**config.mk**
```make
export PLATFORM = sky130hd
export DESIGN_NAME = hs_bus_top
export DESIGN_NICKNAME = d
export VERILOG_FILES = /design/src/rtl/hs_bus_pkg.sv /design/src/rtl/hs_sync2.sv /design/src/rtl/hs_initiator.sv /design/src/rtl/hs_target.sv /design/src/rtl/hs_bus_top.sv
export SDC_FILE = /design/constraint.sdc
export NUM_CORES = 1
export LEC_CHECK = 0
export ABC_AREA = 1
export BUFFER_PORTS_ARGS = -buffer_cell sky130_fd_sc_hd__buf_2
export CAP_MARGIN = 20
export CORE_MARGIN = 5
export CORE_UTILIZATION = 53
export CTS_CLUSTER_SIZE = 28
export DETAILED_ROUTE_END_ITERATION = 12
export PLACE_DENSITY = 0.7
export SLEW_MARGIN = 20
export SYNTH_ARGS = -nofsm -noshare
export SYNTH_HDL_FRONTEND = slang
export SYNTH_SLANG_ARGS = --single-unit
```
**constraint.sdc**
```tcl
create_clock -name clk -period 2.4 [get_ports clk]
set_input_delay 0.36 -clock clk [delete_from_list [all_inputs] [get_ports clk]]
set_output_delay 0.36 -clock clk [all_outputs]
set_load 0.005 [all_outputs]
```
**src/rtl/hs_bus_pkg.sv**
```systemverilog
package hs_bus_pkg;
  typedef enum logic [1:0] {
    INI_IDLE  = 2'd0,
    INI_SETUP = 2'd1,
    INI_WAIT  = 2'd2,
    INI_REL   = 2'd3
  } ini_state_t;

  typedef enum logic [1:0] {
    TGT_IDLE = 2'd0,
    TGT_BUSY = 2'd1,
    TGT_ACK  = 2'd2
  } tgt_state_t;
endpackage

```
**src/rtl/hs_sync2.sv**
```systemverilog
module hs_sync2 #(
  parameter int STAGES = 2
) (
  input  logic clk,
  input  logic rst_n,
  input  logic din,
  output logic dout
);
  logic [STAGES-1:0] chain;

  always_ff @(posedge clk) begin
    if (!rst_n) chain <= '0;
    else        chain <= {chain[STAGES-2:0], din};
  end

  assign dout = chain[STAGES-1];
endmodule

```
**src/rtl/hs_initiator.sv**
```systemverilog
module hs_initiator
  import hs_bus_pkg::*;
#(
  parameter int ADDR_W = 4,
  parameter int DATA_W = 16
) (
  input  logic              clk,
  input  logic              rst_n,
  input  logic              req_valid,
  output logic              req_ready,
  input  logic              req_wr,
  input  logic [ADDR_W-1:0] req_addr,
  input  logic [DATA_W-1:0] req_wdata,
  output logic              done,
  output logic [DATA_W-1:0] rdata,
  output logic [ADDR_W-1:0] bus_addr,
  output logic              bus_sel,
  output logic              bus_rd,
  output logic [DATA_W-1:0] bus_wdata,
  output logic              bus_stb,
  input  logic              bus_ack,
  input  logic [DATA_W-1:0] bus_rdata
);
  ini_state_t st;
  logic       ack_s;

  hs_sync2 #(.STAGES(2)) u_ack_sync (
    .clk(clk), .rst_n(rst_n), .din(bus_ack), .dout(ack_s)
  );

  assign req_ready = (st == INI_IDLE);

  always_ff @(posedge clk) begin
    if (!rst_n) begin
      st        <= INI_IDLE;
      done      <= 1'b0;
      rdata     <= '0;
      bus_addr  <= '0;
      bus_sel   <= 1'b0;
      bus_rd    <= 1'b0;
      bus_wdata <= '0;
      bus_stb   <= 1'b0;
    end else begin
      done <= 1'b0;
      unique case (st)
        INI_IDLE: if (req_valid) begin
          bus_addr  <= req_addr;
          bus_rd    <= ~req_wr;
          bus_wdata <= req_wdata;
          bus_sel   <= 1'b1;
          st        <= INI_SETUP;
        end
        INI_SETUP: begin
          bus_stb <= 1'b1;
          st      <= INI_WAIT;
        end
        INI_WAIT: if (ack_s) begin
          if (bus_rd) rdata <= bus_rdata;
          bus_stb <= 1'b0;
          bus_sel <= 1'b0;
          st      <= INI_REL;
        end
        INI_REL: if (!ack_s) begin
          done <= 1'b1;
          st   <= INI_IDLE;
        end
        default: st <= INI_IDLE;
      endcase
    end
  end


  addr_before_stb_chk: assert property (@(posedge clk) disable iff (!rst_n)
    $rose(bus_stb) |-> ($past(bus_sel) && bus_sel));

  addr_stable_chk: assert property (@(posedge clk) disable iff (!rst_n)
    (bus_stb && $past(bus_stb)) |-> ($stable(bus_addr) && $stable(bus_rd) && bus_sel));

  stb_fall_after_ack_chk: assert property (@(posedge clk) disable iff (!rst_n)
    $fell(bus_stb) |-> $past(ack_s));

  done_single_chk: assert property (@(posedge clk) disable iff (!rst_n)
    done |=> !done);

  done_after_ack_low_chk: assert property (@(posedge clk) disable iff (!rst_n)
    $rose(done) |-> (!$past(ack_s) && !bus_stb));
endmodule

```
**src/rtl/hs_target.sv**
```systemverilog
module hs_target
  import hs_bus_pkg::*;
#(
  parameter int ADDR_W     = 4,
  parameter int DATA_W     = 16,
  parameter int RESP_DELAY = 3
) (
  input  logic              clk,
  input  logic              rst_n,
  input  logic [ADDR_W-1:0] bus_addr,
  input  logic              bus_sel,
  input  logic              bus_rd,
  input  logic [DATA_W-1:0] bus_wdata,
  input  logic              bus_stb,
  output logic              bus_ack,
  output logic [DATA_W-1:0] bus_rdata
);
  localparam int DEPTH = 1 << ADDR_W;
  localparam int CNT_W = (RESP_DELAY < 2) ? 1 : $clog2(RESP_DELAY);
  localparam logic [CNT_W-1:0] CNT_LOAD = (RESP_DELAY > 0) ? CNT_W'(RESP_DELAY - 1) : '0;

  tgt_state_t        st;
  logic              stb_s;
  logic [CNT_W-1:0]  cnt;
  logic              fire;
  logic [DATA_W-1:0] mem [DEPTH];

  hs_sync2 #(.STAGES(2)) u_stb_sync (
    .clk(clk), .rst_n(rst_n), .din(bus_stb), .dout(stb_s)
  );

  generate
    if (RESP_DELAY == 0) begin : g_instant
      assign fire = (st == TGT_IDLE) && stb_s && bus_sel;
    end else begin : g_delayed
      assign fire = (st == TGT_BUSY) && (cnt == '0);
    end
  endgenerate

  always_ff @(posedge clk) begin
    if (!rst_n) begin
      st        <= TGT_IDLE;
      cnt       <= '0;
      bus_ack   <= 1'b0;
      bus_rdata <= '0;
      for (int i = 0; i < DEPTH; i++) mem[i] <= '0;
    end else begin
      if (fire) begin
        if (bus_rd) bus_rdata     <= mem[bus_addr];
        else        mem[bus_addr] <= bus_wdata;
        bus_ack <= 1'b1;
        st      <= TGT_ACK;
      end else begin
        unique case (st)
          TGT_IDLE: if (stb_s && bus_sel) begin
            cnt <= CNT_LOAD;
            st  <= TGT_BUSY;
          end
          TGT_BUSY: cnt <= cnt - 1'b1;
          TGT_ACK: if (!stb_s) begin
            bus_ack <= 1'b0;
            st      <= TGT_IDLE;
          end
          default: st <= TGT_IDLE;
        endcase
      end
    end
  end


  ack_after_stb_chk: assert property (@(posedge clk) disable iff (!rst_n)
    $rose(bus_ack) |-> $past(stb_s));

  ack_fall_after_stb_low_chk: assert property (@(posedge clk) disable iff (!rst_n)
    $fell(bus_ack) |-> !$past(stb_s));

  rdata_hold_chk: assert property (@(posedge clk) disable iff (!rst_n)
    (bus_ack && $past(bus_ack)) |-> $stable(bus_rdata));
endmodule

```
**src/rtl/hs_bus_top.sv**
```systemverilog
module hs_bus_top #(
  parameter int ADDR_W     = 4,
  parameter int DATA_W     = 16,
  parameter int RESP_DELAY = 3
) (
  input  logic              clk,
  input  logic              rst_n,
  input  logic              req_valid,
  output logic              req_ready,
  input  logic              req_wr,
  input  logic [ADDR_W-1:0] req_addr,
  input  logic [DATA_W-1:0] req_wdata,
  output logic              done,
  output logic [DATA_W-1:0] rdata,
  output logic              bus_stb,
  output logic              bus_ack,
  output logic              bus_sel,
  output logic              bus_rd,
  output logic [ADDR_W-1:0] bus_addr
);
  logic [DATA_W-1:0] bus_wdata;
  logic [DATA_W-1:0] bus_rdata;

  hs_initiator #(.ADDR_W(ADDR_W), .DATA_W(DATA_W)) u_ini (
    .clk(clk), .rst_n(rst_n),
    .req_valid(req_valid), .req_ready(req_ready), .req_wr(req_wr),
    .req_addr(req_addr), .req_wdata(req_wdata),
    .done(done), .rdata(rdata),
    .bus_addr(bus_addr), .bus_sel(bus_sel), .bus_rd(bus_rd),
    .bus_wdata(bus_wdata), .bus_stb(bus_stb),
    .bus_ack(bus_ack), .bus_rdata(bus_rdata)
  );

  hs_target #(.ADDR_W(ADDR_W), .DATA_W(DATA_W), .RESP_DELAY(RESP_DELAY)) u_tgt (
    .clk(clk), .rst_n(rst_n),
    .bus_addr(bus_addr), .bus_sel(bus_sel), .bus_rd(bus_rd),
    .bus_wdata(bus_wdata), .bus_stb(bus_stb),
    .bus_ack(bus_ack), .bus_rdata(bus_rdata)
  );
endmodule

```
### After elaboration in Yosys (flattened, before gate mapping)

Memory sizes are Yosys's and may differ from the RTL's. A register that Yosys moved wholly into a read port is not among the register bits.
Index checks and enable logic that the tools add are counted.

| word-level totals | value |
|---|---|
| memories | 1 |
| bits in latches | 0 |
| memory bits (writable) | 256 |
| input bits | 24 |
| output and inout bits | 26 |
| word-level logic and storage cells | 83 |
| ROM bits | 0 |
| flip-flop bits (word level) | 51 |

| operators by class | value |
|---|---|
| add/subtract/negate cells | 1 |
| div/mod/pow operators | 0 |
| reduce and logical (&&, ||, !) cells | 23 |
| $lt $le $gt $ge | 0 |
| bitwise gates (word level) | 4 |
| multipliers | 0 |
| shift-type cells | 0 |
| muxes and demuxes | 26 |
| eq/ne operators | 14 |

Memories:

| name | depth | width | read ports | clocked after Yosys merged registers in | write ports | RTL line | text |
|---|---|---|---|---|---|---|---|
| u_tgt.mem | 16 | 16 | 1 | 1 | 16 | hs_target.sv:26 | `logic [DATA_W-1:0] mem [DEPTH];` |

Operators by type and width:

| cell | count |
|---|---|
| 3-bit AND reduction | 6 |
| 16-bit 2-to-1 mux | 1 |
| 16-bit OR reduction | 1 |
| 2-bit 2-to-1 mux | 7 |
| 1-bit 2-to-1 mux | 12 |
| 2-bit AND reduction | 5 |
| 2-bit != test (second input constant) | 4 |
| 2-bit one-hot mux with 4 select lines | 1 |
| 2-bit nonzero test | 4 |
| 2-bit equality test (second input constant) | 3 |
| 2-bit zero test | 3 |
| 2-bit by 1-bit != test with 1-bit output (second input constant) | 3 |
| 2-bit one-hot mux with 3 select lines | 1 |
| 2-bit by 1-bit equality test with 1-bit output (second input constant) | 2 |
| 4-bit 2-to-1 mux | 1 |
| 1-bit NOT | 4 |
| 1-bit one-hot mux with 2 select lines | 2 |
| 2-bit one-hot mux with 2 select lines | 1 |
| 3-bit by 1-bit != test with 1-bit output (second input constant) | 1 |
| 3-bit by 2-bit != test with 1-bit output (second input constant) | 1 |
| 1-bit logical AND | 2 |
| 2-bit OR reduction | 1 |
| 2-bit by 1-bit subtractor with 2-bit output (second input constant) | 1 |
| 1-bit zero test | 1 |

### Logic depth before layout (Yosys ltp)

| depth | value |
|---|---|
| depth after elaboration | 7 |
| mapped depth | 11 |
| depth with buffers taken out | 9 |

### Modules after synthesis

Synthesis repeated with hierarchy kept, for this count alone.

| second synthesis, totals | value |
|---|---|
| cell total of the unflattened synthesis | 1580 |
| area total of the unflattened synthesis | 14458.9 sq um |

Modules (own cells, without submodules):

| module | area each (sq um) | seq. area each (sq um) | cells an instance | instances |
|---|---|---|---|---|
| hs_target | 12744.7 | 8107.8 | 1368 | 1 |
| hs_initiator | 1604.0 | 840.8 | 200 | 1 |
| hs_sync2 | 55.1 | 40.0 | 6 | 2 |

### Least setup slack after synthesis

No wires, ideal clock.

| timing | value |
|---|---|
| kind | register -> register |
| start point | register u_tgt.cnt[0] |
| end point | memory u_tgt.mem[1][0], enable pin |
| stages on the path, launching flop included | 10 |
| slack | 249 ps |
| path buffers | 1 |
| required time | 2028 ps |
| arrival | 1779 ps |
| setup time | 372 ps |
| clock period less this slack | 2151 ps |
| cells stage by stage | dfxtp_1 > inv_1 > ha_1 > nand2_2 > inv_2 > nand3_4 > nor3_4 > nand2_4 > buf_6 > nand2_1 |

RTL lines:

| what | RTL line | text |
|---|---|---|
| start: declaration | hs_target.sv:24 | `logic [CNT_W-1:0] cnt;` |
| start signal: assignment | hs_target.sv:59 | `TGT_BUSY: cnt <= cnt - 1'b1;` |
| end: declaration | hs_target.sv:26 |  |

==> qor.csv <==
metric,value,unit
grt_max_degree,65,
worstHoldPathType,input pin to register,
critical_path_class,register to register,
setup_viol_count_final,0,
postSynth.topFlopCell,sky130_fd_sc_hd__edfxtp_1,
initial_core_util,53.29,%
fmax,0.4641,GHz
fin_crit_sh,89.78,%
placement_rows,60,
share_seq_of_total_power,43.3,%
syn_inst,1561,
required,2.62,ns
post_cts_resized,0,
post_cts_buffers,0,
synthesized_netlist_net_count,1591,
peakVddDrop,0.5244,mV
run_status,"complete, no violations",
ys_warn_count,0,
power.internal,10130,uW
rr_startpoint,u_tgt.cnt[0],
grt_remaining_overflow,0,
cellLeakagePower,0.006624,uW
utilization,60.48,%
fillers,2267,
clock_latency,0.51,ns
switching_power,4758,uW
floorplan.die_area,0.03025,mm2
cp_max_fo,17,
finalWirelength,37490,um
power_switching_share,31.96,%
synth-async-reset-ratio,0,%
detailed_place_hpwl,24270,um
worst_slack_after_detailed_placement,0.2576,ns
post-route-worst-setup-slack,0.2452,ns
post_synth_edffs,256,
grt_pass1_vias,10530,
cts.reportedPaths.clkPinSlew,0.06,ns
cellPowerDensity,921.1,mW/mm2
dp.cells,1922,
yosys.cell_types.count,23,
start_point_of_the_critical_path,u_tgt.cnt[0],
clock_sinks,323,
tritoncts,done,
wire_per_inst,18.88,um
floorplan.io_pins,50,
floorplan.core_area,0.02673,mm2
grt_antenna_before_repair,0,
hold_buffers,0,
final_hold_viol_count,0,
drt_first_pass_iters,8,
finish.net_count,1649,
critical_path.startpoint_type,register,
crit_arrival,2.38,ns
max_slew_margin,36.82,%
instances_no_fill,1986,
drt_iter0_drc,1135,
power.share.combinational,21.6,%
die_y,173.9,um
yosysSeqAreaShare,63.39,%
die_x,173.9,um
track_usage,24.93,%
drt_drc_violations_left,0,
clockPowerShare,35.1,%
final-max-slew-violation-count,0,
tritoncts.num_buffers,36,
vias_per_cell,5.505,
cts_htree_levels,2,
regToRegEndpoint,u_tgt.mem[5][6],
maximum_clock_insertion_buffer_count,3,
port-buffer-count,49,
critPathCaptureType,register,
areaGrowthSynthToFinish,13.49,%
fraction_of_layout_instances_using_a_drive_strength_above_1,13.07,%
finalClockSkew,0.01157,ns
synth.ff_latch_count,323,
timing.final.crit_period,2.155,ns
ctsRootBufferMaster,sky130_fd_sc_hd__clkbuf_16,
grt_first_pass_wirelength,58770,um
rsz_0062_raised_after_global_routing,no,
number_of_violations_of_the_max_capacitance_limit,0,
antenna-diode-count,0,
cells_on_worst_hold_path,2,
fin_setup_tns,0,ns
gp_congestion,0.8960,
worstMarginPinSlew,0.9418,ns
drtAntennaViolNets,0,
power.total,14890,uW
netlist_area,0.01424,mm2
synth_area_per_cell,9.124,um2
critPathCapture,u_tgt.mem[5][6],
vias,10930,
r2r.worst_path.cells,10,
reg2reg_setup_slack,0.25,ns
==> state kept, by name (all words and copies together) (netlist names) <==
register / count
u_tgt.mem: 256
u_ini.bus_wdata: 16
u_ini.rdata: 16
u_tgt.bus_rdata: 16
u_ini.bus_addr: 4
u_ini.st: 2
u_ini.u_ack_sync.chain: 2
u_tgt.cnt: 2
u_tgt.st: 2
u_tgt.u_stb_sync.chain: 2
u_ini.bus_rd: 1
u_ini.bus_sel: 1
u_ini.bus_stb: 1
u_ini.done: 1
u_tgt.bus_ack: 1
==> per-layer routing <==
metal  up-vias  track usage [%]  share of wire [%]
met5         -                0                  0
met4         0            8.446                3.2
met2       539            40.75                 47
li1       5199                -                  -
met3        79            5.372                9.6
met1      5115            33.43                 40
==> cell usage in the layout, fill, tap and decap left out, types with 3 or more instances in the layout <==
| cell | instances |
|---|---|
| sky130_fd_sc_hd__clkbuf_16 | 37 |
| sky130_fd_sc_hd__nor2_1 | 288 |
| sky130_fd_sc_hd__nand2_1 | 564 |
| sky130_fd_sc_hd__edfxtp_1 | 256 |
| sky130_fd_sc_hd__buf_12 | 3 |
| sky130_fd_sc_hd__nor3_4 | 4 |
| sky130_fd_sc_hd__a21oi_1 | 41 |
| sky130_fd_sc_hd__nand3_1 | 97 |
| sky130_fd_sc_hd__ha_1 | 6 |
| sky130_fd_sc_hd__nand2_2 | 13 |
| sky130_fd_sc_hd__clkbuf_1 | 8 |
| sky130_fd_sc_hd__nor2_2 | 10 |
| sky130_fd_sc_hd__o21ai_0 | 44 |
| sky130_fd_sc_hd__clkinv_1 | 22 |
| sky130_fd_sc_hd__dfxtp_1 | 65 |
| sky130_fd_sc_hd__nand2_4 | 4 |
| sky130_fd_sc_hd__inv_2 | 3 |
| sky130_fd_sc_hd__buf_4 | 73 |
| sky130_fd_sc_hd__nand4_1 | 17 |
| sky130_fd_sc_hd__clkinv_2 | 9 |
| sky130_fd_sc_hd__buf_2 | 49 |
| sky130_fd_sc_hd__inv_1 | 19 |
==> kinds of logic after synthesis <==
family	after synthesis	share of synthesized area [%]
fa+ha+maj	6	0.5271
flops	323	63.39
compound gates	86	3.040
simple gates	1000	28.59
buf+inv	146	4.454
==> critical path, cell delays in order (launching register included) <==
cell and delay (ns):
sky130_fd_sc_hd__dfxtp_1 0.30, sky130_fd_sc_hd__inv_1 0.08, sky130_fd_sc_hd__ha_1 0.19, sky130_fd_sc_hd__nand2_2 0.07, sky130_fd_sc_hd__inv_2 0.09, sky130_fd_sc_hd__nand3_4 0.15
sky130_fd_sc_hd__nor3_4 0.18, sky130_fd_sc_hd__buf_4 0.19, sky130_fd_sc_hd__nand2_4 0.13, sky130_fd_sc_hd__nand2_1 0.31, sky130_fd_sc_hd__buf_12 0.18
==> power by group through the flow <==
stage | clock network, uW | registers (uW) | logic [uW]
global placement | 0 | 6550 | 3150
finish | 5220 | 6440 | 3220
detailed placement | 0 | 6560 | 3180
global route | 5540 | 6470 | 3520
CTS | 5300 | 6450 | 3200
floorplan | 0 | 6530 | 1980
==> cell type report <==
type	instances	area [um2]	share of cell area, %
Multi-Input combinational cell	1092	4579	28.33
Inverter	41	156.4	0.9676
Clock buffer	46	969.7	5.999
Sequential cell	323	9034	55.89
Tap cell	341	426.7	2.640
Timing Repair Buffer	125	853.3	5.279
Clock inverter	18	143.9	0.8902
==> cell usage after synthesis, types with 13 or more instances <==
library cell	number	area, um2
sky130_fd_sc_hd__dfxtp_1	67	1341
sky130_fd_sc_hd__inv_1	20	75.07
sky130_fd_sc_hd__buf_2	45	225.2
sky130_fd_sc_hd__a21oi_1	41	205.2
sky130_fd_sc_hd__nand4_1	17	106.4
sky130_fd_sc_hd__nand2_1	564	2117
sky130_fd_sc_hd__nand3_1	97	485.5
sky130_fd_sc_hd__clkbuf_1	50	187.7
sky130_fd_sc_hd__nand2_2	13	81.33
sky130_fd_sc_hd__nor2_1	288	1081
sky130_fd_sc_hd__o21ai_0	44	220.2
sky130_fd_sc_hd__clkinv_1	18	67.56
sky130_fd_sc_hd__edfxtp_1	256	7687
==> worst min path at each step <==
| stage | start | end | slack (ns) |
|---|---|---|---|
| floorplan | u_ini.u_ack_sync.chain[0] | u_ini.u_ack_sync.chain[1] | 0.39 |
| global placement | u_ini.u_ack_sync.chain[0] | u_ini.u_ack_sync.chain[1] | 0.41 |
| detailed placement | u_ini.u_ack_sync.chain[0] | u_ini.u_ack_sync.chain[1] | 0.41 |
| CTS | req_wr | u_ini.bus_rd | 0.04 |
| global route | req_wr | u_ini.bus_rd | 0.05 |
| finish | req_wr | u_ini.bus_rd | 0.05 |
==> stage by stage <==
step / cell area [um2] / hold WS (ns)
2_1_floorplan: 14240 / 0.3905
3_3_place_gp: 15050 / 0.4063
3_5_place_dp: 15050 / 0.4123
4_1_cts: 16160 / 0.03732
5_1_grt: 16160 / 0.05024
6_report: 16160 / 0.04698
Power figures use the tool's default switching activity.
